File: config.mk
export PLATFORM = sky130hd
export DESIGN_NAME = clkser_bridge
export DESIGN_NICKNAME = d
export VERILOG_FILES = /design/src/rtl/clkser_pkg.sv /design/src/rtl/clkser_lclk_gen.sv /design/src/rtl/clkser_rx.sv /design/src/rtl/clkser_tx.sv /design/src/rtl/clkser_bridge.sv
export SDC_FILE = /design/constraint.sdc
export NUM_CORES = 1
export LEC_CHECK = 0
export BUFFER_PORTS_ARGS = -buffer_cell sky130_fd_sc_hd__buf_4
export CAP_MARGIN = 20
export CELL_PAD_IN_SITES_DETAIL_PLACEMENT = 2
export CELL_PAD_IN_SITES_GLOBAL_PLACEMENT = 2
export CORE_MARGIN = 4
export CORE_UTILIZATION = 35
export DETAILED_ROUTE_END_ITERATION = 8
export PLACE_DENSITY = 0.86
export RECOVER_POWER = 25
export SLEW_MARGIN = 20
export SYNTH_ARGS = -nofsm -noshare
export SYNTH_HDL_FRONTEND = slang
export SYNTH_HIERARCHICAL = 1
export SYNTH_SLANG_ARGS = --single-unit
File: constraint.sdc
create_clock -name clk -period 2.5 [get_ports clk]
set_input_delay 0.375 -clock clk [delete_from_list [all_inputs] [get_ports clk]]
set_output_delay 0.375 -clock clk [all_outputs]
set_load 0.02 [all_outputs]
File: src/rtl/clkser_pkg.sv
package clkser_pkg;
   typedef enum logic [1:0] {
      RXS_IDLE = 2'd0,
      RXS_DATA = 2'd1,
      RXS_STOP = 2'd2
   } rx_state_t;
endpackage

File: src/rtl/clkser_lclk_gen.sv
module clkser_lclk_gen (
   input  logic clk,
   input  logic rst,
   input  logic hold,
   output logic lclk,
   output logic strobe
);
   logic lclk_q;

   // High phase always ends after one cycle; a hold only keeps the low phase.
   always_ff @(posedge clk) begin
      if (rst)          lclk_q <= 1'b0;
      else if (lclk_q)  lclk_q <= 1'b0;
      else if (!hold)   lclk_q <= 1'b1;
   end

   assign lclk   = lclk_q;
   assign strobe = lclk_q;   // edge that ends the high phase: sample rx, advance tx
endmodule

File: src/rtl/clkser_rx.sv
module clkser_rx
   import clkser_pkg::*;
#(
   parameter int DATA_W    = 9,
   parameter bit LSB_FIRST = 1'b1
) (
   input  logic              clk,
   input  logic              rst,
   input  logic              smp,
   input  logic              rxd,
   input  logic              rx_ready,
   output logic [DATA_W-1:0] rx_data,
   output logic              rx_valid,
   output logic              done
);
   localparam int CNT_W = $clog2(DATA_W + 1);

   rx_state_t         state;
   logic [CNT_W-1:0]  bit_cnt;
   logic [DATA_W-1:0] shreg;
   logic [DATA_W-1:0] shreg_nxt;

   generate
      if (LSB_FIRST) begin : g_lsb
         assign shreg_nxt = {rxd, shreg[DATA_W-1:1]};
      end else begin : g_msb
         assign shreg_nxt = {shreg[DATA_W-2:0], rxd};
      end
   endgenerate

   assign done = smp && (state == RXS_STOP) && rxd;

   always_ff @(posedge clk) begin
      if (rst) begin
         state    <= RXS_IDLE;
         bit_cnt  <= '0;
         shreg    <= '0;
         rx_data  <= '0;
         rx_valid <= 1'b0;
      end else begin
         if (rx_valid && rx_ready) rx_valid <= 1'b0;
         if (smp) begin
            unique case (state)
               RXS_IDLE: if (!rxd) begin
                  state   <= RXS_DATA;
                  bit_cnt <= '0;
               end
               RXS_DATA: begin
                  shreg <= shreg_nxt;
                  if (bit_cnt == CNT_W'(DATA_W - 1)) state <= RXS_STOP;
                  else bit_cnt <= bit_cnt + 1'b1;
               end
               RXS_STOP: begin
                  state <= RXS_IDLE;
                  if (rxd) begin
                     rx_data  <= shreg;
                     rx_valid <= 1'b1;
                  end
               end
               default: state <= RXS_IDLE;
            endcase
         end
      end
   end
endmodule

File: src/rtl/clkser_tx.sv
module clkser_tx #(
   parameter int DATA_W = 9,
   parameter int GAP_W  = 5
) (
   input  logic              clk,
   input  logic              rst,
   input  logic              strobe,
   input  logic              cts,
   input  logic [GAP_W-1:0]  gap_cfg,
   input  logic [DATA_W-1:0] tx_data,
   input  logic              tx_valid,
   output logic              tx_ready,
   output logic              txd,
   output logic              launch
);
   localparam int CNT_W = $clog2(DATA_W + 2);

   logic              buf_full;
   logic [DATA_W-1:0] buf_q;
   logic [DATA_W:0]   shreg;
   logic [CNT_W-1:0]  left;
   logic [GAP_W-1:0]  gap_cnt;

   assign tx_ready = !buf_full;
   assign launch   = strobe && (left == '0) && buf_full && cts && (gap_cnt >= gap_cfg);

   always_ff @(posedge clk) begin
      if (rst) begin
         buf_full <= 1'b0;
         buf_q    <= '0;
         shreg    <= '1;
         left     <= '0;
         txd      <= 1'b1;
         gap_cnt  <= '1;
      end else begin
         if (tx_valid && !buf_full) begin
            buf_q    <= tx_data;
            buf_full <= 1'b1;
         end
         if (launch) begin
            buf_full <= 1'b0;
            txd      <= 1'b0;
            shreg    <= {1'b1, buf_q};
            left     <= CNT_W'(DATA_W + 1);
            gap_cnt  <= GAP_W'(1);
         end else if (strobe) begin
            if (left != '0) begin
               txd   <= shreg[0];
               shreg <= {1'b1, shreg[DATA_W:1]};
               left  <= left - 1'b1;
            end
            if (gap_cnt != '1) gap_cnt <= gap_cnt + 1'b1;
         end
      end
   end
endmodule

File: src/rtl/clkser_bridge.sv
module clkser_bridge #(
   parameter int DATA_W       = 9,
   parameter int GAP_W        = 5,
   parameter int GAP_RESET    = 14,
   parameter bit RX_LSB_FIRST = 1'b1
) (
   input  logic              clk,
   input  logic              rst,
   output logic              lclk,
   input  logic              rxd,
   output logic              txd,
   input  logic              cts,
   output logic [DATA_W-1:0] rx_data,
   output logic              rx_valid,
   input  logic              rx_ready,
   input  logic [DATA_W-1:0] tx_data,
   input  logic              tx_valid,
   output logic              tx_ready,
   input  logic              cfg_we,
   input  logic [GAP_W-1:0]  cfg_gap
);
   generate
      if (DATA_W < 2 || DATA_W > 32) begin : g_bad_width
         $error("clkser_bridge: DATA_W must lie in 2..32");
      end
      if (GAP_RESET < 0 || GAP_RESET >= (1 << GAP_W)) begin : g_bad_gap
         $error("clkser_bridge: GAP_RESET does not fit in GAP_W bits");
      end
   endgenerate

   logic             strobe;
   logic             hold;
   logic             rx_done;
   logic             tx_launch;
   logic [GAP_W-1:0] gap_q;

   assign hold = rx_valid && !rx_ready;

   always_ff @(posedge clk) begin
      if (rst)         gap_q <= GAP_W'(GAP_RESET);
      else if (cfg_we) gap_q <= cfg_gap;
   end

   clkser_lclk_gen u_clk (
      .clk   (clk),
      .rst   (rst),
      .hold  (hold),
      .lclk  (lclk),
      .strobe(strobe)
   );

   clkser_rx #(.DATA_W(DATA_W), .LSB_FIRST(RX_LSB_FIRST)) u_rx (
      .clk     (clk),
      .rst     (rst),
      .smp     (strobe),
      .rxd     (rxd),
      .rx_ready(rx_ready),
      .rx_data (rx_data),
      .rx_valid(rx_valid),
      .done    (rx_done)
   );

   clkser_tx #(.DATA_W(DATA_W), .GAP_W(GAP_W)) u_tx (
      .clk     (clk),
      .rst     (rst),
      .strobe  (strobe),
      .cts     (cts),
      .gap_cfg (gap_q),
      .tx_data (tx_data),
      .tx_valid(tx_valid),
      .tx_ready(tx_ready),
      .txd     (txd),
      .launch  (tx_launch)
   );
endmodule

==> metrics.md <==
| Metric | Value |
|---|---|
| Cells along the critical path | inv_1, ha_1, or3b_1, nor4_4, buf_4, mux2i_1 |
| Synthesized flop and latch total | 60 |
| Post-Synth XOR/XNOR Area | 1.325% |
| Clock Power Share | 33.2% |
| Worst flop-to-flop path startpoint | u_tx/left[0] |
| Number of primary I/O pins | 34 |
| Critical Path End | u_tx/shreg[3] |
| Count of clock tree sinks | 60 |
| Footprint of the flip-flops and latches | 0.001201 mm2 |
| First-pass GRT wire length | 11.37 mm |
| H-tree level count | 3 |
| Sequential cell fraction of total power | 47.0% |
| Combinational family with the most area after synthesis | simple AND/OR/NAND/NOR gates |
| Number of CTS-inserted buffers | 9 |
| Number of rows in the core area | 31 |
| Source-to-sink clock delay at the later pin of the worst-skew pair | 340 ps |
| Internal cell power | 0.001611 W |
| Number of global-route vias before repair | 2381 |
| Effective utilization at floorplan | 36.26% |
| Number of violations reported at the end of detailed-routing iteration 0 | 47 |
| Max IR drop VDD | 0.3039 mV |
| Adder and majority gate portion of the synthesized area | 4.733% |
| Cell variety after synth | 46 |
| Post-synth EDFFs | 0 |
| First-pass iteration count of the detailed router | 3 |
| Number of warnings reported in the yosys synthesis log | 6 |
| Static leakage | 1.179 nW |
| Final setup TNS | 0 ps |
| Leading cell type in the layout, fill and taps excluded | sky130_fd_sc_hd__nand2_1 |
| Critical path launch point type | flip-flop |
| Number of pins exceeding their max-slew limit in the final report | 0 |
| Post-CTS sizing | 0 |
| Number of diodes added for antenna fixing | 0 |
| Clock input transition at the sequential cells of the worst setup and hold paths | 70 ps |
| Pwr per Cell Area | 769.8 mW/mm2 |
| Reg-to-Reg End | u_tx/shreg[3] |
| Worst path slowest cell | sky130_fd_sc_hd__or3b_1 |
| Overall routing resource usage | 16.28% |
| RSZ-0062 raised after global routing | false |
| Dominant register cell in the synthesized netlist | sky130_fd_sc_hd__dfxtp_1 |
| Net switching fraction of the power | 31.72% |
| Depth of the worst register-to-register path | 6 |
| Net switching component of the power | 0.0007481 W |
| Vertical die dimension | 94.91 um |
| Required time at the worst-slack endpoint | 2760 ps |
| Final routed wirelength across all metal layers | 6.846 mm |
| Count of non-filler cells in the finished layout | 435 |
| Area overhead of the layout relative to synthesis | 15.90% |
| Clock tree root buffer cell | sky130_fd_sc_hd__clkbuf_8 |
| Path type of the worst min-delay path | in -> reg |
| Number of nets still failing antenna checks after routing | 0 |
| Total grt overflow | 0 |
| Number of port buffers | 33 |
| Overall die width | 94.91 um |
| Share of the synthesized area in compound gates (AO/OA/AOI/OAI) | 14.77% |
| Footprint of the multi-input gates | 0.001285 mm2 |
| Fmax | 470.1 MHz |
| Core Box Area | 0.007292 mm2 |
| Critical path launch point | u_tx/left[0] |
| Layout cells sized above 1 | 13.39% |
| Post-synth net total | 332 |
| Worst Tran Pin Value | 1253 ps |
| HPWL after DPL | 4.683 mm |
| Average wire per cell in the routed design | 15.74 um |
| Commonest cells after routing, fill and taps aside | 62 x sky130_fd_sc_hd__nand2_1, 60 x sky130_fd_sc_hd__dfxtp_1, 30 x sky130_fd_sc_hd__a21oi_1 |
| Setup bufs post-CTS | 0 |
| Post-CTS Hold Fix Bufs | 0 |
| Outcome | finished clean |
| Dpl cells | 419 |
| Netlist area before placement | 0.002644 mm2 |
| Data arrival at the endpoint of the critical path | 2390 ps |
| Share of flip-flops with an asynchronous set or reset | 0% |
| Post-detailed-route DRC marker count | 0 |
| Largest clock skew in the final design | 10.96 ps |
| Worst-path fanout max | 20 |
| Slowest cell delay on critical path | 570 ps |
| Share of total power in combinational logic | 19.7% |
| Max-cap violations | 0 |
| Vias per Instance | 5.110 |
| Number of inserted filler cells in the final layout | 886 |
| TritonCTS clock tree | done |
| Number of antenna violations at the first check in global routing | 0 |
| Shortest period the worst path allows | 2127 ps |
| Post-route fraction of the period consumed by the critical path | 85.09% |
| Part of the Yosys area used for sequential elements | 45.43% |
| Endpoints failing hold | 0 |
| Cell count after synthesis | 301 |
| Post-synthesis average cell area | 8.783 um2 |
| Sort of element at the end of the critical path | flip-flop |
| Setup violation total in the final timing report | 0 |
| R2r setup slk | 370 ps |
| GP Congestion | 0.7901 |
| Full die area | 0.009008 mm2 |
| Fraction of synthesized area in multiplexers | 5.301% |
| Pin count of the biggest net entering global routing | 63 |
| Worst Path Class, Setup | reg -> reg |
| Number of vias after detailed routing | 2223 |
| Nets | 362 |
| Simple-gate area share of the yosys netlist | 22.67% |
| Worst-case clock buffer depth | 2 |
| Max_slew headroom | 16.48% |
==> how the worst min path moves through the flow <==
stage	to	start	cells after the start	slack, ps
after floorplan	u_rx/rx_data[0]	u_rx/shreg[0]	2	430
after global placement	u_tx/buf_q[2]	u_tx/buf_q[2]	2	440
after detailed placement	u_rx/rx_data[2]	u_rx/rx_data[2]	2	450
after CTS	gap_q[2]	cfg_gap[2]	2	230
after global routing	gap_q[2]	cfg_gap[2]	2	240
final	gap_q[2]	cfg_gap[2]	2	240
==> cell type report <==
class                      count  share of cell area (%)
clock buffer                   9                   4.042
clock inverter                 7                   1.674
inverter                      14                   1.715
multi-input combinational    210                   41.94
sequential                    60                   39.20
tap                           99                   4.042
timing repair buffer          36                   7.391
==> stage by stage <==
stage	hold slack [ps]	util, %	total power, W	worst slack [ps]	area (um2)
2_1_floorplan	432.1	-	0.001465	676.6	2644
3_3_place_gp	443.4	40.29	0.001557	495.9	2938
3_5_place_dp	451.7	40.29	0.001588	430.5	2938
4_1_cts	230.5	42.69	0.002395	388.5	3113
5_1_grt	244.9	42.02	0.002500	202.4	3064
6_report	244.4	42.02	0.002359	372.9	3064
==> cell families (layout without fill, tap and decap cells) <==
group                      count (synthesis)  in the layout
and+or+nand+nor                          120            120
adders and majority gates                 10             10
AOI/OAI and AO/OA                         62             62
DFF                                       60             60
buffers and inverters                     31             66
muxes                                     14             14
xor gates and xnor gates                   4              4
==> power by group through the flow <==
stage	clock [W]	sequential (W)	combinational, W
6_report	0.000784	0.00111	0.000465
5_1_grt	0.000853	0.00112	0.000525
4_1_cts	0.000811	0.00111	0.000473
3_5_place_dp	0	0.00113	0.000458
3_3_place_gp	0	0.00112	0.000434
2_1_floorplan	0	0.00111	0.000356
==> cell usage after synthesis (3+ instances only) <==
cell	n	area [um2]
sky130_fd_sc_hd__a211o_1	3	26.28
sky130_fd_sc_hd__a211oi_1	9	67.56
sky130_fd_sc_hd__a21oi_1	30	150.1
sky130_fd_sc_hd__and3_1	9	56.30
sky130_fd_sc_hd__buf_4	3	22.52
sky130_fd_sc_hd__buf_6	3	33.78
sky130_fd_sc_hd__clkbuf_1	9	33.78
sky130_fd_sc_hd__dfxtp_1	60	1201
sky130_fd_sc_hd__ha_1	10	125.1
sky130_fd_sc_hd__inv_1	13	48.80
sky130_fd_sc_hd__mux2i_1	14	140.1
sky130_fd_sc_hd__nand2_1	62	232.7
sky130_fd_sc_hd__nand2b_1	3	18.77
sky130_fd_sc_hd__nor2_1	14	52.55
sky130_fd_sc_hd__nor2b_1	9	56.30
sky130_fd_sc_hd__nor3_1	6	30.03
sky130_fd_sc_hd__o21a_1	3	22.52
sky130_fd_sc_hd__o21ai_1	6	30.03
sky130_fd_sc_hd__or3_1	3	18.77
==> sequential cells by signal (all words and copies together), names as in the netlist <==
name and count:
u_tx/txd 1, u_rx/shreg 9, u_tx/buf_q 9, u_tx/left 4
u_rx/rx_data 9, u_rx/state 2, u_tx/buf_full 1, u_rx/rx_valid 1
u_rx/bit_cnt 4, u_tx/gap_cnt 5, u_tx/shreg 9, gap_q 5
u_clk/lclk 1
==> metal layers <==
metal  vias to the layer above  global-route usage (%)  wire length [um]
met1                      1093                   20.15              3155
met5                         -                       0                 0
met2                        30                   27.54              3415
li1                       1091                       -                 -
met3                         9                   2.869               180
met4                         0                   7.212                95
==> critical path, delay by kind of cell, from the launching register on <==
family        cells  cell delay, ps
fa+ha+maj         1             200
flops             1             320
simple gates      2             900
mux               1             220
buf+inv           2             420
(Power assumes the default switching activity.)
